--- config.mk ---
export PLATFORM = sky130hd
export DESIGN_NAME = nand_ecc_csr
export DESIGN_NICKNAME = d
export VERILOG_FILES = /design/src/rtl/ecc_regs_pkg.sv /design/src/rtl/ecc_cfg_bank.sv /design/src/rtl/ecc_irq_unit.sv /design/src/rtl/ecc_launch_fsm.sv /design/src/rtl/nand_ecc_csr.sv
export SDC_FILE = /design/constraint.sdc
export NUM_CORES = 1
export LEC_CHECK = 0
export CAP_MARGIN = 5
export CORE_MARGIN = 8
export CORE_UTILIZATION = 50
export CTS_CLUSTER_DIAMETER = 120
export DETAILED_ROUTE_END_ITERATION = 10
export HOLD_SLACK_MARGIN = 0.06
export PLACE_DENSITY = 0.85
export REMOVE_ABC_BUFFERS = 1
export SETUP_SLACK_MARGIN = 0.15
export SLEW_MARGIN = 0
export SYNTH_ARGS = -nofsm -noshare
export SYNTH_HDL_FRONTEND = slang
export SYNTH_SLANG_ARGS = --single-unit
--- constraint.sdc ---
create_clock -name clk -period 5.1 [get_ports clk]
set_input_delay 1.275 -clock clk [delete_from_list [all_inputs] [get_ports clk]]
set_output_delay 1.275 -clock clk [all_outputs]
set_load 0.03 [all_outputs]
--- src/rtl/ecc_regs_pkg.sv ---
package ecc_regs_pkg;

    localparam logic [7:0] OFS_CFG       = 8'h00;
    localparam logic [7:0] OFS_STS       = 8'h04;
    localparam logic [7:0] OFS_STS_EN    = 8'h08;
    localparam logic [7:0] OFS_SIG_EN    = 8'h0C;
    localparam logic [7:0] OFS_HOST      = 8'h10;
    localparam logic [7:0] OFS_SPARE_LAY = 8'h28;
    localparam logic [7:0] OFS_CHUNKS    = 8'h30;
    localparam logic [7:0] OFS_DMA_CTL   = 8'h40;
    localparam logic [7:0] OFS_MAIN_ADR  = 8'h44;
    localparam logic [7:0] OFS_SPARE_ADR = 8'h48;
    localparam logic [7:0] OFS_VERSION   = 8'hD0;

    localparam int NUM_EVT   = 6;
    localparam int EV_DONE   = 0;

    localparam int CFG_EN_BIT  = 0;
    localparam int CFG_STR_LSB = 3;
    localparam int STR_W       = 4;

    localparam int HOST_BURST = 0;
    localparam int HOST_ILV   = 2;
    localparam int HOST_M2M   = 4;
    localparam int HOST_MAP   = 5;

    localparam int DMA_GO_BIT = 31;
    localparam int DMA_RD_BIT = 1;

    typedef enum logic [1:0] {
        LS_IDLE   = 2'd0,
        LS_LAUNCH = 2'd1,
        LS_BUSY   = 2'd2
    } launch_state_e;

endpackage

--- src/rtl/ecc_cfg_bank.sv ---
module ecc_cfg_bank
    import ecc_regs_pkg::*;
#(
    parameter int CNT_W = 8,
    parameter int ADR_W = 32
) (
    input  logic                     clk,
    input  logic                     rst_n,
    input  logic                     wr_cfg,
    input  logic                     wr_host,
    input  logic                     wr_chunks,
    input  logic [1:0]               wr_adr,
    input  logic [31:0]              wdata,
    output logic                     eng_en,
    output logic [STR_W-1:0]         strength,
    output logic                     burst_incr,
    output logic                     layout_ilv,
    output logic                     mem2mem,
    output logic                     mapping,
    output logic [CNT_W-1:0]         chunk_cnt,
    output logic [1:0][ADR_W-1:0]    adr
);

    always_ff @(posedge clk) begin
        if (!rst_n) begin
            eng_en   <= 1'b0;
            strength <= '0;
        end else if (wr_cfg) begin
            eng_en   <= wdata[CFG_EN_BIT];
            strength <= wdata[CFG_STR_LSB +: STR_W];
        end
    end

    always_ff @(posedge clk) begin
        if (!rst_n) begin
            burst_incr <= 1'b0;
            layout_ilv <= 1'b0;
            mem2mem    <= 1'b0;
            mapping    <= 1'b0;
        end else if (wr_host) begin
            burst_incr <= wdata[HOST_BURST];
            layout_ilv <= wdata[HOST_ILV];
            mem2mem    <= wdata[HOST_M2M];
            mapping    <= wdata[HOST_MAP];
        end
    end

    always_ff @(posedge clk) begin
        if (!rst_n) begin
            chunk_cnt <= '0;
        end else if (wr_chunks) begin
            chunk_cnt <= wdata[CNT_W-1:0];
        end
    end

    // one address register per DMA stream (0 = main, 1 = spare)
    for (genvar g = 0; g < 2; g++) begin : g_adr
        always_ff @(posedge clk) begin
            if (!rst_n) begin
                adr[g] <= '0;
            end else if (wr_adr[g]) begin
                adr[g] <= wdata[ADR_W-1:0];
            end
        end
    end

endmodule

--- src/rtl/ecc_irq_unit.sv ---
module ecc_irq_unit
    import ecc_regs_pkg::*;
#(
    parameter int N = NUM_EVT
) (
    input  logic         clk,
    input  logic         rst_n,
    input  logic [N-1:0] evt_i,
    input  logic         wr_sts,
    input  logic         wr_sts_en,
    input  logic         wr_sig_en,
    input  logic [N-1:0] wdata,
    output logic [N-1:0] sts_o,
    output logic [N-1:0] sts_en_o,
    output logic [N-1:0] sig_en_o,
    output logic         irq_o
);

    logic [N-1:0] sts_q;
    logic [N-1:0] sts_en_q;
    logic [N-1:0] sig_en_q;

    always_ff @(posedge clk) begin
        if (!rst_n) begin
            sts_en_q <= '0;
            sig_en_q <= '0;
        end else begin
            if (wr_sts_en) sts_en_q <= wdata;
            if (wr_sig_en) sig_en_q <= wdata;
        end
    end

    // per-bit status flop: set beats write-1-to-clear
    for (genvar b = 0; b < N; b++) begin : g_sts
        logic set_b;
        logic clr_b;
        assign set_b = evt_i[b] & sts_en_q[b];
        assign clr_b = wr_sts & wdata[b];
        always_ff @(posedge clk) begin
            if (!rst_n)     sts_q[b] <= 1'b0;
            else if (set_b) sts_q[b] <= 1'b1;
            else if (clr_b) sts_q[b] <= 1'b0;
        end
    end

    assign sts_o    = sts_q;
    assign sts_en_o = sts_en_q;
    assign sig_en_o = sig_en_q;
    assign irq_o    = |(sts_q & sig_en_q);

    // a status bit may only rise where an enabled event arrived
    a_r5_no_masked_set: assert property (@(posedge clk) disable iff (!rst_n)
        1'b1 |=> ((sts_q & ~$past(sts_q) & ~$past(evt_i & sts_en_q)) == '0));

    // a cleared bit without a simultaneous event is zero next cycle
    a_r6_w1c_clears: assert property (@(posedge clk) disable iff (!rst_n)
        wr_sts |=> ((sts_q & $past(wdata & ~evt_i)) == '0));

    // an enabled event always wins over a clear
    a_r6_set_wins: assert property (@(posedge clk) disable iff (!rst_n)
        1'b1 |=> (($past(evt_i & sts_en_q) & ~sts_q) == '0));

endmodule

--- src/rtl/ecc_launch_fsm.sv ---
module ecc_launch_fsm
    import ecc_regs_pkg::*;
(
    input  logic clk,
    input  logic rst_n,
    input  logic ctl_wr,
    input  logic go_bit,
    input  logic dir_bit,
    input  logic done_evt,
    output logic start_o,
    output logic busy_o,
    output logic dma_read_o
);

    launch_state_e state_q, state_d;
    logic          dir_q;

    always_comb begin
        state_d = state_q;
        unique case (state_q)
            LS_IDLE:   if (ctl_wr && go_bit) state_d = LS_LAUNCH;
            LS_LAUNCH: state_d = done_evt ? LS_IDLE : LS_BUSY;
            LS_BUSY:   if (done_evt) state_d = LS_IDLE;
            default:   state_d = LS_IDLE;
        endcase
    end

    always_ff @(posedge clk) begin
        if (!rst_n) state_q <= LS_IDLE;
        else        state_q <= state_d;
    end

    // direction is only accepted while idle
    always_ff @(posedge clk) begin
        if (!rst_n)                            dir_q <= 1'b0;
        else if (ctl_wr && state_q == LS_IDLE) dir_q <= dir_bit;
    end

    always_comb begin
        start_o = 1'b0;
        busy_o  = 1'b0;
        unique case (state_q)
            LS_IDLE:   ;
            LS_LAUNCH: begin start_o = 1'b1; busy_o = 1'b1; end
            LS_BUSY:   busy_o = 1'b1;
            default:   ;
        endcase
    end

    assign dma_read_o = dir_q;

    // the launch pulse lasts a single cycle
    a_r8_pulse_one_cycle: assert property (@(posedge clk) disable iff (!rst_n)
        start_o |=> !start_o);

    // busy persists until the completion event
    a_r8_busy_holds: assert property (@(posedge clk) disable iff (!rst_n)
        (busy_o && !done_evt) |=> busy_o);

    // direction cannot change while a transfer is active
    a_r9_dir_frozen: assert property (@(posedge clk) disable iff (!rst_n)
        busy_o |=> $stable(dma_read_o));

endmodule

--- src/rtl/nand_ecc_csr.sv ---
module nand_ecc_csr
    import ecc_regs_pkg::*;
#(
    parameter int          ADDR_W       = 8,
    parameter int          CNT_W        = 8,
    parameter logic [15:0] VERSION      = 16'h0003,
    parameter logic [7:0]  META_BYTES   = 8'd16,
    parameter logic [7:0]  PARITY_BYTES = 8'd10,
    parameter logic [7:0]  RSV_BYTES    = 8'd6
) (
    input  logic              clk,
    input  logic              rst_n,
    input  logic [ADDR_W-1:0] bus_addr,
    input  logic              bus_we,
    input  logic [31:0]       bus_wdata,
    output logic [31:0]       bus_rdata,
    input  logic [5:0]        evt_i,
    output logic              irq_o,
    output logic              eng_en_o,
    output logic [3:0]        strength_o,
    output logic              burst_incr_o,
    output logic              layout_ilv_o,
    output logic              mem2mem_o,
    output logic              mapping_o,
    output logic [CNT_W-1:0]  chunk_cnt_o,
    output logic [31:0]       main_addr_o,
    output logic [31:0]       spare_addr_o,
    output logic              dma_read_o,
    output logic              start_o
);

    localparam logic [7:0]  SPARE_TOTAL = META_BYTES + PARITY_BYTES + RSV_BYTES;
    localparam logic [31:0] SPARE_WORD  = {SPARE_TOTAL, RSV_BYTES, PARITY_BYTES, META_BYTES};
    localparam logic [31:0] VER_WORD    = {VERSION, 16'h0000};

    function automatic logic hit(input logic [ADDR_W-1:0] a, input logic [7:0] ofs);
        return a == ADDR_W'(ofs);
    endfunction

    logic wr_cfg, wr_host, wr_chunks, wr_sts, wr_sts_en, wr_sig_en, wr_ctl;
    logic [1:0] wr_adr;

    always_comb begin
        wr_cfg    = bus_we && hit(bus_addr, OFS_CFG);
        wr_host   = bus_we && hit(bus_addr, OFS_HOST);
        wr_chunks = bus_we && hit(bus_addr, OFS_CHUNKS);
        wr_sts    = bus_we && hit(bus_addr, OFS_STS);
        wr_sts_en = bus_we && hit(bus_addr, OFS_STS_EN);
        wr_sig_en = bus_we && hit(bus_addr, OFS_SIG_EN);
        wr_ctl    = bus_we && hit(bus_addr, OFS_DMA_CTL);
        wr_adr[0] = bus_we && hit(bus_addr, OFS_MAIN_ADR);
        wr_adr[1] = bus_we && hit(bus_addr, OFS_SPARE_ADR);
    end

    logic [1:0][31:0]   adr;
    logic [NUM_EVT-1:0] sts, sts_en, sig_en;
    logic               busy;

    ecc_cfg_bank #(.CNT_W(CNT_W), .ADR_W(32)) u_cfg (
        .clk        (clk),
        .rst_n      (rst_n),
        .wr_cfg     (wr_cfg),
        .wr_host    (wr_host),
        .wr_chunks  (wr_chunks),
        .wr_adr     (wr_adr),
        .wdata      (bus_wdata),
        .eng_en     (eng_en_o),
        .strength   (strength_o),
        .burst_incr (burst_incr_o),
        .layout_ilv (layout_ilv_o),
        .mem2mem    (mem2mem_o),
        .mapping    (mapping_o),
        .chunk_cnt  (chunk_cnt_o),
        .adr        (adr)
    );

    assign main_addr_o  = adr[0];
    assign spare_addr_o = adr[1];

    ecc_irq_unit #(.N(NUM_EVT)) u_irq (
        .clk       (clk),
        .rst_n     (rst_n),
        .evt_i     (evt_i),
        .wr_sts    (wr_sts),
        .wr_sts_en (wr_sts_en),
        .wr_sig_en (wr_sig_en),
        .wdata     (bus_wdata[NUM_EVT-1:0]),
        .sts_o     (sts),
        .sts_en_o  (sts_en),
        .sig_en_o  (sig_en),
        .irq_o     (irq_o)
    );

    ecc_launch_fsm u_launch (
        .clk        (clk),
        .rst_n      (rst_n),
        .ctl_wr     (wr_ctl),
        .go_bit     (bus_wdata[DMA_GO_BIT]),
        .dir_bit    (bus_wdata[DMA_RD_BIT]),
        .done_evt   (evt_i[EV_DONE]),
        .start_o    (start_o),
        .busy_o     (busy),
        .dma_read_o (dma_read_o)
    );

    always_comb begin
        bus_rdata = '0;
        if (hit(bus_addr, OFS_CFG)) begin
            bus_rdata[CFG_EN_BIT]               = eng_en_o;
            bus_rdata[CFG_STR_LSB +: STR_W]     = strength_o;
        end else if (hit(bus_addr, OFS_STS)) begin
            bus_rdata[NUM_EVT-1:0] = sts;
        end else if (hit(bus_addr, OFS_STS_EN)) begin
            bus_rdata[NUM_EVT-1:0] = sts_en;
        end else if (hit(bus_addr, OFS_SIG_EN)) begin
            bus_rdata[NUM_EVT-1:0] = sig_en;
        end else if (hit(bus_addr, OFS_HOST)) begin
            bus_rdata[HOST_BURST] = burst_incr_o;
            bus_rdata[HOST_ILV]   = layout_ilv_o;
            bus_rdata[HOST_M2M]   = mem2mem_o;
            bus_rdata[HOST_MAP]   = mapping_o;
        end else if (hit(bus_addr, OFS_SPARE_LAY)) begin
            bus_rdata = SPARE_WORD;
        end else if (hit(bus_addr, OFS_CHUNKS)) begin
            bus_rdata[CNT_W-1:0] = chunk_cnt_o;
        end else if (hit(bus_addr, OFS_DMA_CTL)) begin
            bus_rdata[DMA_GO_BIT] = busy;
            bus_rdata[DMA_RD_BIT] = dma_read_o;
        end else if (hit(bus_addr, OFS_MAIN_ADR)) begin
            bus_rdata = adr[0];
        end else if (hit(bus_addr, OFS_SPARE_ADR)) begin
            bus_rdata = adr[1];
        end else if (hit(bus_addr, OFS_VERSION)) begin
            bus_rdata = VER_WORD;
        end
    end

    // an event that is both status- and signal-enabled raises the interrupt
    a_r7_irq_after_event: assert property (@(posedge clk) disable iff (!rst_n)
        (evt_i[EV_DONE] && sts_en[EV_DONE] && sig_en[EV_DONE]) |=> irq_o);

    // a start write from idle produces the pulse next cycle
    a_r8_launch_pulse: assert property (@(posedge clk) disable iff (!rst_n)
        (wr_ctl && bus_wdata[DMA_GO_BIT] && !busy) |=> start_o);

    // a start write during a transfer produces no pulse
    a_r9_no_relaunch: assert property (@(posedge clk) disable iff (!rst_n)
        (wr_ctl && busy) |=> !start_o);

endmodule

Word level (Yosys, flattened, before mapping)
Index checks and enable logic that the tools add are counted.
{"block": "op_classes", "add_sub_neg": 0, "multipliers": 0, "div_mod_pow": 0, "magnitude_cmp": 0, "eq_ne": 14, "shifts": 0, "n_mux": 52, "bitwise_logic": 13, "reduce_logical": 22}
{"cell": "2-to-1 mux 32 bit", "count": 11}
{"cell": "2-to-1 mux 26 bit", "count": 4}
{"cell": "2-to-1 mux 29 bit", "count": 1}
{"cell": "2-to-1 mux 25 bit", "count": 1}
{"cell": "equality test 8 x 7 -> 1 bit (second input constant)", "count": 3}
{"cell": "2-to-1 mux 24 bit", "count": 1}
{"cell": "2-to-1 mux 1 bit", "count": 22}
{"cell": "2-to-1 mux 18 bit", "count": 1}
{"cell": "2-to-1 mux 6 bit", "count": 3}
{"cell": "equality test 8 x 4 -> 1 bit (second input constant)", "count": 2}
{"cell": "equality test 8 x 6 -> 1 bit (second input constant)", "count": 2}
{"cell": "AND 1 bit", "count": 12}
{"cell": "nonzero test 2 bit", "count": 6}
{"cell": "logical AND 1 bit", "count": 11}
{"cell": "2-to-1 mux 2 bit", "count": 5}
{"cell": "equality test 8 x 3 -> 1 bit (second input constant)", "count": 1}
{"cell": "equality test 8 x 5 -> 1 bit (second input constant)", "count": 1}
{"cell": "equality test 8 bit (second input constant)", "count": 1}
{"cell": "zero test 8 bit", "count": 1}
{"cell": "2-to-1 mux 8 bit", "count": 1}
{"cell": "AND 6 bit", "count": 1}
{"cell": "one-hot mux 2 bit (3 select lines)", "count": 1}
{"cell": "OR reduction 6 bit", "count": 1}
{"cell": "2-to-1 mux 4 bit", "count": 1}
{"cell": "7 further kinds", "count": 7}
{"block": "word_totals", "register_bits": 102, "latchBits": 0, "ramBits": 0, "mem_bits_ro": 0, "inputBits": 49, "out_inout_bits": 116, "elab_cells": 120, "memories": 0}

Logic depth before layout (Yosys ltp)
Gate-level depths: netlist of run 1.
{"block": "logic_depth", "word_depth": 20, "ltp_mapped": 8, "ltp_nobuf": 6}

By module
Synthesis of run 1 repeated with hierarchy kept, for this count alone.
{"block": "hier_totals", "cells_unflattened": 506, "area_unflattened_um2": 5206.2}
{"module": "ecc_cfg_bank", "n_inst": 1, "cells_per_inst": 263, "area_per_inst_um2": 3138.0, "seq_area_each_um2": 1621.6}
{"module": "nand_ecc_csr", "n_inst": 1, "cells_per_inst": 156, "area_per_inst_um2": 1121.1, "seq_area_each_um2": 0.0}
{"module": "ecc_irq_unit", "n_inst": 1, "cells_per_inst": 67, "area_per_inst_um2": 759.5, "seq_area_each_um2": 360.3}
{"module": "ecc_launch_fsm", "n_inst": 1, "cells_per_inst": 20, "area_per_inst_um2": 187.7, "seq_area_each_um2": 60.1}

Worst setup path before layout of run 1
OpenSTA, ideal clock, no wires.
{"block": "synth_path", "path_type": "input port to output port", "from": "in bus_addr[0]", "to": "out bus_rdata[0]", "t_arrival_ns": 3.016, "t_required_ns": 3.825, "slack_ns": 0.809, "cell_stages": 7, "path_buffers": 3, "path_cell_list": "clkbuf_1 -> nor4b_2 -> and2_1 -> buf_2 -> buf_4 -> nand2_1 -> a41oi_1"}
{"block": "synth_via", "elab_chain_cells": 19, "elab_cells_between_ends": 28, "cone_classes": "eq/ne (9); mux (18); reduce/logical (1)"}
{"item": "start: declaration", "line_no": "nand_ecc_csr.sv:13", "rtl": "input logic [ADDR_W-1:0] bus_addr,"}
{"item": "equality test 8 x 7 -> 1 bit", "line_no": "nand_ecc_csr.sv:37", "rtl": "return a == ADDR_W'(ofs);"}
{"item": "2-to-1 mux 32 bit", "line_no": "nand_ecc_csr.sv:131", "rtl": "end else if (hit(bus_addr, OFS_SPARE_ADR)) begin"}
{"item": "2-to-1 mux 32 bit", "line_no": "nand_ecc_csr.sv:129", "rtl": "end else if (hit(bus_addr, OFS_MAIN_ADR)) begin"}
{"item": "2-to-1 mux 32 bit", "line_no": "nand_ecc_csr.sv:126", "rtl": "end else if (hit(bus_addr, OFS_DMA_CTL)) begin"}
{"item": "2-to-1 mux 32 bit", "line_no": "nand_ecc_csr.sv:124", "rtl": "end else if (hit(bus_addr, OFS_CHUNKS)) begin"}
{"item": "2-to-1 mux 32 bit", "line_no": "nand_ecc_csr.sv:122", "rtl": "end else if (hit(bus_addr, OFS_SPARE_LAY)) begin"}
{"item": "2-to-1 mux 32 bit", "line_no": "nand_ecc_csr.sv:117", "rtl": "end else if (hit(bus_addr, OFS_HOST)) begin"}
{"item": "2-to-1 mux 32 bit", "line_no": "nand_ecc_csr.sv:115", "rtl": "end else if (hit(bus_addr, OFS_SIG_EN)) begin"}
{"item": "[... 3 more ...]"}
{"item": "2-to-1 mux 1 bit", "line_no": "nand_ecc_csr.sv:126"}
{"item": "2-to-1 mux 8 bit", "line_no": "nand_ecc_csr.sv:124"}
{"item": "2-to-1 mux 32 bit", "line_no": "nand_ecc_csr.sv:122"}
{"item": "2-to-1 mux 1 bit", "line_no": "nand_ecc_csr.sv:117"}
{"item": "2-to-1 mux 6 bit", "line_no": "nand_ecc_csr.sv:115"}
{"item": "2-to-1 mux 6 bit", "line_no": "nand_ecc_csr.sv:113", "rtl": "end else if (hit(bus_addr, OFS_STS_EN)) begin"}
{"item": "2-to-1 mux 6 bit", "line_no": "nand_ecc_csr.sv:111", "rtl": "end else if (hit(bus_addr, OFS_STS)) begin"}
{"item": "2-to-1 mux 1 bit (*)", "line_no": "nand_ecc_csr.sv:108", "rtl": "if (hit(bus_addr, OFS_CFG)) begin"}
{"item": "end: declaration", "line_no": "nand_ecc_csr.sv:16", "rtl": "output logic [31:0] bus_rdata,"}
Mark *: on every way between the ends. The rest lies on a longest branch, timed or not. The select of a mux whose other input is x is not followed.

Final worst setup path of run 1
{"block": "layout_path", "from": "in bus_addr[5]", "to": "out bus_rdata[14]"}
{"block": "layout_via", "elab_chain_cells": 19, "elab_cells_between_ends": 28, "cone_classes": "eq/ne (9); mux (18); reduce/logical (1)"}
{"item": "equality test 8 x 7 -> 1 bit", "line_no": "nand_ecc_csr.sv:37"}
{"item": "2-to-1 mux 32 bit", "line_no": "nand_ecc_csr.sv:131"}
{"item": "2-to-1 mux 32 bit", "line_no": "nand_ecc_csr.sv:129"}
{"item": "2-to-1 mux 32 bit", "line_no": "nand_ecc_csr.sv:126"}
{"item": "2-to-1 mux 32 bit", "line_no": "nand_ecc_csr.sv:124"}
{"item": "2-to-1 mux 32 bit", "line_no": "nand_ecc_csr.sv:122"}
{"item": "2-to-1 mux 32 bit", "line_no": "nand_ecc_csr.sv:117"}
{"item": "2-to-1 mux 32 bit", "line_no": "nand_ecc_csr.sv:115"}
{"item": "[... 3 more ...]"}
{"item": "2-to-1 mux 29 bit", "line_no": "nand_ecc_csr.sv:126"}
{"item": "2-to-1 mux 24 bit", "line_no": "nand_ecc_csr.sv:124"}
{"item": "2-to-1 mux 32 bit", "line_no": "nand_ecc_csr.sv:122"}
{"item": "2-to-1 mux 26 bit", "line_no": "nand_ecc_csr.sv:117"}
{"item": "2-to-1 mux 26 bit", "line_no": "nand_ecc_csr.sv:115"}
{"item": "2-to-1 mux 26 bit", "line_no": "nand_ecc_csr.sv:113"}
{"item": "2-to-1 mux 26 bit", "line_no": "nand_ecc_csr.sv:111"}
{"item": "2-to-1 mux 25 bit (*)", "line_no": "nand_ecc_csr.sv:108"}
Marks and branches as above.

==> results.py, run 1 <==
metrics = {
    "global_route": {
        "track_usage_pct": 26.34,
        "grt_first_pass_wirelength_mm": 27.71,
        "grt_overflow": 0,
        "antenna_found_initial": 0,
        "grt_pass1_vias": 5210,
        "grt_max_degree": 68,
    },
    "placed_design": {
        "portBuffers": 164,
        "place_congestion": 0.9880,
        "dp_cells": 870,
        "hpwl_mm": 13.13,
    },
    "layout": {
        "insertedDiodeCount": 0,
        "fin_cells": 886,
        "layout-drive-gt1-share_pct": 11.47,
        "area_growth_pct": 38.13,
        "final_nets": 797,
        "final_util_pct": 69.79,
    },
    "setup_path": {
        "required_ps": 3830,
        "slowest_stage": "clkdlybuf4s50_1",
        "worst_path_dominant_cell_family": "buffers and inverters",
        "path_common_cell": "buf_12",
        "end_kind": "output pin",
        "critical_path.cell_chain": "clkdlybuf4s50_1 > nor4b_2 > buf_12 > and2_1 > buf_12 > a22o_1 > buf_12",
        "cp_max_fo": 24,
        "arrival_ps": 3490,
        "worst-path-buf-inv": 4,
        "worstSetupPathType": "input port to output pin",
        "worstSetupStartpointType": "input port",
        "cp_slowest_stage_delay_ps": 650,
    },
    "synthesis": {
        "async_flop_share_pct": 0,
        "synth_cells": 599,
        "syn-cell-area_mm2": 0.005099,
        "seq_area_frac_synth_pct": 40.05,
        "synth-edff-count": 0,
        "synth_flop_cell": "dfxtp_1",
        "avgSynthCellArea_um2": 8.512,
        "synth.distinct_cells": 61,
        "ys.warnings.count": 0,
        "ys_ff_latch": 102,
    },
    "clock_network": {
        "post_cts_buffers": 0,
        "clk_pin_slew_ps": 90,
        "cts_made_buffers": 9,
        "cts-root-buf": "clkbuf_8",
        "h-tree-depth": 3,
        "ctsResizeCount": 0,
        "cts_buffer_depth": 2,
        "cts_tree": "done",
        "cts-hold-fix-buffers": 0,
        "worstSkewPairLatency_ps": 360,
        "numClockSinks": 102,
    },
    "routing": {
        "drt_iter0_drc": 425,
        "wl_mm": 17.90,
        "vias_per_cell": 5.730,
        "routedWlPerCell_um": 20.21,
        "final_antenna_net_count": 0,
        "drc_errors": 0,
        "first_pass_iters": 5,
        "vias": 5077,
    },
    "flow_run": {
        "cap_violations": 0,
    },
    "worst_hold_path": {
        "hold_class": "flip-flop to flip-flop",
    },
    "floorplan": {
        "design.core.area_mm2": 0.01009,
        "io_pins": 165,
        "start_util_pct": 50.52,
        "die-area_mm2": 0.01368,
        "core.rowCount": 37,
        "die_height_um": 117.0,
        "fp.dieW_um": 117.0,
    },
    "timing": {
        "tns_ps": 0,
        "whs_ps": 483.4,
        "rsz0062_at_grt": "false",
        "slew_headroom_pct": 35.67,
        "finalSetupViolCount": 0,
        "max_freq_mhz": 210.0,
        "skew_ps": 1.161,
        "fin_crit_sh_pct": 93.39,
        "tightest_slew_ps": 965.0,
        "slew_violations": 0,
        "min_period_ps": 4763,
        "hold_viol_final": 0,
    },
    "power": {
        "power.density_mw_per_mm2": 205.0,
        "ir_worst_vdd_mv": 0.1515,
        "cellLeakagePower_nw": 2.612,
    },
    "run_status": {
        "status": "completed",
    },
}
==> power breakdown <==
group,internal [mW],switching (mW)
Combinational,0.0649,0.0671
Clock,0.233,0.281
Sequential,0.797,0.000907
Total,1.09,0.349
==> logic make-up (layout without fill, tap and decap cells) <==
logic type               after synthesis  after routing  share of synthesized area, %
AO/OA/AOI/OAI                        153            153                         22.99
adder cells (fa/ha/maj)                3              3                        0.7363
buffers and inverters                 62            213                         5.497
flip-flops                           102            102                         40.05
multiplexers                          26             26                         5.374
AND/OR/NAND/NOR                      253            253                         25.35
==> area by class of cell <==
class	instances	area [µm²]
fill	845	3049
clock inverter	4	55.05
inverter	8	30.03
timing repair buffer	189	1834
sequential	102	2042
tap	136	170.2
clock buffer	12	135.1
multi-input combinational	435	2776
==> through the flow <==
step	setup slack [ps]	instance area (µm²)	total power [mW]
2_1_floorplan	527.3	4848	0.8514
3_3_place_gp	214.5	6843	0.9439
3_5_place_dp	179.8	6843	0.9447
4_1_cts	164.4	7033	1.454
5_1_grt	274.3	7043	1.492
6_report	337.0	7043	1.444
==> cells in the final DEF (no fill, tap or decap), types with 3 or more instances in the layout <==
master             n
nor4b_2            4
a22oi_1            9
a21boi_1          16
o21a_1             3
nand3_1           17
a22o_1            19
a21boi_0          59
o22ai_1            3
and3_1             7
nor4b_1            3
nand2b_1           4
clkdlybuf4s50_1  132
buf_4             47
and2_1             5
clkbuf_8           9
inv_1              8
nor2b_1           28
or4_4              3
o21ai_0           12
nand2_1          147
mux2i_1           24
a221o_1            5
buf_12             6
nor2_1             7
a41oi_1            3
ha_1               3
dfxtp_1          102
and3b_1            3
nand4_1            8
clkbuf_1           3
==> flip-flops by register name (all words and copies together), names as in the netlist <==
| name | cells |
|---|---|
| u_irq.sts_en_o | 6 |
| u_launch.dma_read_o | 1 |
| u_cfg.mapping | 1 |
| u_cfg.eng_en | 1 |
| u_cfg.chunk_cnt | 8 |
| u_cfg.mem2mem | 1 |
| u_irq.sts_o | 6 |
| u_irq.sig_en_o | 6 |
| u_cfg.adr | 64 |
| u_cfg.layout_ilv | 1 |
| u_launch.state_q | 2 |
| u_cfg.burst_incr | 1 |
| u_cfg.strength | 4 |
==> synthesized netlist by cell type (5+ instances only) <==
library cell  instances  share of area, %
a221o_1               5              0.98
a21boi_0             59               8.7
clkbuf_1             34               2.5
nor2b_1              28               3.4
dfxtp_1             102                40
mux2i_1              24               4.7
buf_2                14               1.4
a21boi_1             16               2.4
nand2_1             147                11
o21ai_0              12               1.2
and2_1                5              0.61
a22o_1               19               3.3
nand4_1               8              0.98
a22oi_1               9               1.3
nand3_1              17               1.7
nor2_1                7              0.52
and3_1                7              0.86
inv_1                 8              0.59
==> per-layer routing <==
metal	vias up	share of wire (%)	track usage, %
met2	248	47	42.74
met3	23	11	9.082
met4	0	1.6	8.959
met5	-	0	0
li1	2391	-	-
met1	2415	41	31.90
==> worst min-delay path: stages, from the launching register on <==
cell and delay [ps]:
dfxtp_1 340, nand2_1 60, a21boi_1 50
==> path summary, 6_finish.rpt <==
| kind | startpoint | endpoint | slack [ps] | cells past startpoint |
|---|---|---|---|---|
| setup reg to reg | u_launch.state_q[1]$_SDFFE_PN0P_ | u_launch.state_q[1]$_SDFFE_PN0P_ | 3850 | 5 |
| hold / removal | u_cfg.adr[31]$_SDFFE_PN0P_ | u_cfg.adr[31]$_SDFFE_PN0P_ | 480 | 2 |
| hold reg to reg | u_cfg.adr[31]$_SDFFE_PN0P_ | u_cfg.adr[31]$_SDFFE_PN0P_ | 480 | 2 |
| setup / recovery | bus_addr[5] | bus_rdata[14] | 340 | 7 |
Note: power is estimated with default switching activity, not from simulation.
==> run 2, diff against run 1 <==
SKIP_LAST_GASP = 1   (was unset)
clock period = 5.89 ns   (was 5.1 ns; I/O delays follow)
==> run 2 against run 1 <==
  * First-iteration DRC count is 17% lower
  * Core utilization shrank 0.51 points
  * Count of clock-buffer cells in the layout fell by 3
  * Die area unchanged
  * Non-clock buffer count fell by 2
  * Critical path type unchanged
  * Critical endpoint is now bus_rdata[17]
==> results.py, run 2 (synthesized netlist as in run 1, its figures left out) <==
metrics = {
    "power": {
        "power.density_mw_per_mm2": 180.5,
        "finalPower_mw": 1.262,
        "cellLeakagePower_nw": 2.572,
        "ir_worst_vdd_mv": 0.1002,
    },
    "setup_path": {
        "worst-path-buf-inv": 2,
        "path_common_cell": "clkdlybuf4s50_1",
        "critical_path.cell_chain": "clkdlybuf4s50_1 > nor4b_2 > and4_1 > o21bai_1 > a21o_1 > clkdlybuf4s50_1",
        "arrival_ps": 3970,
        "worst-path-stages": 6,
        "required_ps": 4420,
        "end_kind": "output pin",
        "slowest_stage": "clkdlybuf4s50_1",
        "rrSetupSlack_ps": 4660,
        "worst_path_dominant_cell_family": "buffers and inverters",
        "r2r_cells": 6,
        "worstSetupStartpointType": "input port",
        "cp_slowest_stage_delay_ps": 670,
        "cp_max_fo": 11,
        "worstSetupPathType": "input port to output pin",
    },
    "global_route": {
        "track_usage_pct": 26.38,
        "grt_pass1_vias": 5212,
        "antenna_found_initial": 0,
        "grt_max_degree": 54,
        "grt_first_pass_wirelength_mm": 27.74,
        "grt_overflow": 0,
    },
    "floorplan": {
        "start_util_pct": 50.52,
        "design.core.area_mm2": 0.01009,
        "io_pins": 165,
        "die_height_um": 117.0,
        "fp.dieW_um": 117.0,
        "core.rowCount": 37,
        "die-area_mm2": 0.01368,
    },
    "timing": {
        "tightest_slew_ps": 1079,
        "slew_violations": 0,
        "finalSetupViolCount": 0,
        "fin_crit_sh_pct": 92.40,
        "whs_ps": 480.9,
        "tns_ps": 0,
        "hold_viol_final": 0,
        "max_freq_mhz": 183.7,
        "skew_ps": 5.601,
        "min_period_ps": 5442,
        "rsz0062_at_grt": "false",
        "slew_headroom_pct": 27.87,
    },
    "clock_network": {
        "cts-hold-fix-buffers": 0,
        "cts_buffer_depth": 2,
        "cts_made_buffers": 9,
        "cts_tree": "done",
        "numClockSinks": 102,
        "h-tree-depth": 3,
        "post_cts_buffers": 0,
        "ctsResizeCount": 0,
        "clk_pin_slew_ps": 90,
        "cts-root-buf": "clkbuf_8",
        "worstSkewPairLatency_ps": 370,
    },
    "worst_hold_path": {
        "worst_hold_path.num_cells": 2,
        "hold_class": "flip-flop to flip-flop",
    },
    "layout": {
        "layout_commonest_cell": "nand2_1",
        "final_nets": 795,
        "insertedDiodeCount": 0,
        "top_regs": "u_cfg.adr (64), u_cfg.chunk_cnt (8)",
        "layout-drive-gt1-share_pct": 11.38,
        "final_cell_mix": "147 x nand2_1, 134 x clkdlybuf4s50_1, 102 x dfxtp_1",
        "area_growth_pct": 37.13,
        "largest_register": "u_cfg.adr",
        "largest_register_ffs": 64,
    },
    "routing": {
        "drc_errors": 0,
        "vias": 5182,
        "vias_per_cell": 5.869,
        "first_pass_iters": 5,
        "routedWlPerCell_um": 20.32,
        "wl_mm": 17.95,
        "drt_iter0_drc": 352,
        "final_antenna_net_count": 0,
    },
    "flow_run": {
        "cap_violations": 0,
    },
    "placed_design": {
        "hpwl_mm": 13.17,
        "portBuffers": 164,
        "place_congestion": 0.8990,
    },
    "run_status": {
        "status": "completed",
    },
}
## run 2: cell count changes in the layout (fill, tap and decap cells not counted), sizes merged
cell           change
dlymetal6s2s       -1
clkdlybuf4s50      +2
buf                -3
clkinvlp           +1
clkinv             -1
inv                +2
clkbuf             -3
## run 2: final cells by class
| type | count | area (µm²) |
|---|---|---|
| repair buffers | 187 | 1774 |
| clock buffers | 9 | 123.9 |
| well taps | 136 | 170.2 |
| fillers | 827 | 3100 |
| multi-input cells | 435 | 2776 |
| flip-flops and latches | 102 | 2042 |
| clock inverters | 6 | 75.07 |
| inverters | 8 | 30.03 |
## run 2: routing by layer
layer / GRT usage [%] / up-vias / part of all wire [%]
met1: 31.49 / 2487 / 39
met5: 0 / - / 0
met3: 9.030 / 30 / 12
met2: 43.36 / 281 / 47
li1: - / 2384 / -
met4: 9.130 / 0 / 1.9
## run 2: final timing paths
kind / start / end
setup / recovery: bus_addr[2] / bus_rdata[17]
setup reg to reg: u_launch.state_q[1]$_SDFFE_PN0P_ / u_launch.state_q[1]$_SDFFE_PN0P_
hold reg to reg: u_cfg.chunk_cnt[4]$_SDFFE_PN0P_ / u_cfg.chunk_cnt[4]$_SDFFE_PN0P_
hold / removal: u_cfg.chunk_cnt[4]$_SDFFE_PN0P_ / u_cfg.chunk_cnt[4]$_SDFFE_PN0P_
## run 2: where the power goes
part / total (mW) / switching, mW / internal (mW)
combinational: 0.111 / 0.0567 / 0.0546
sequential: 0.691 / 0.000795 / 0.690
clock: 0.460 / 0.258 / 0.202
total: 1.26 / 0.315 / 0.946
## run 2: metrics by stage
stage	instances	area [µm²]	setup WS, ps	utilization (%)
final	883	6992	447.8	69.28
after global routing	883	6992	347.8	69.28
after CTS	883	6992	475.4	69.28
after detailed placement	868	6793	480.4	67.31
after global placement	868	6793	473.7	67.31
after floorplan	545	4848	922.3	-
## run 2: tightest hold or removal path: stages, from the launching register on
cell and delay [ps]:
dfxtp_1 330, nand2_1 60, a21boi_1 50
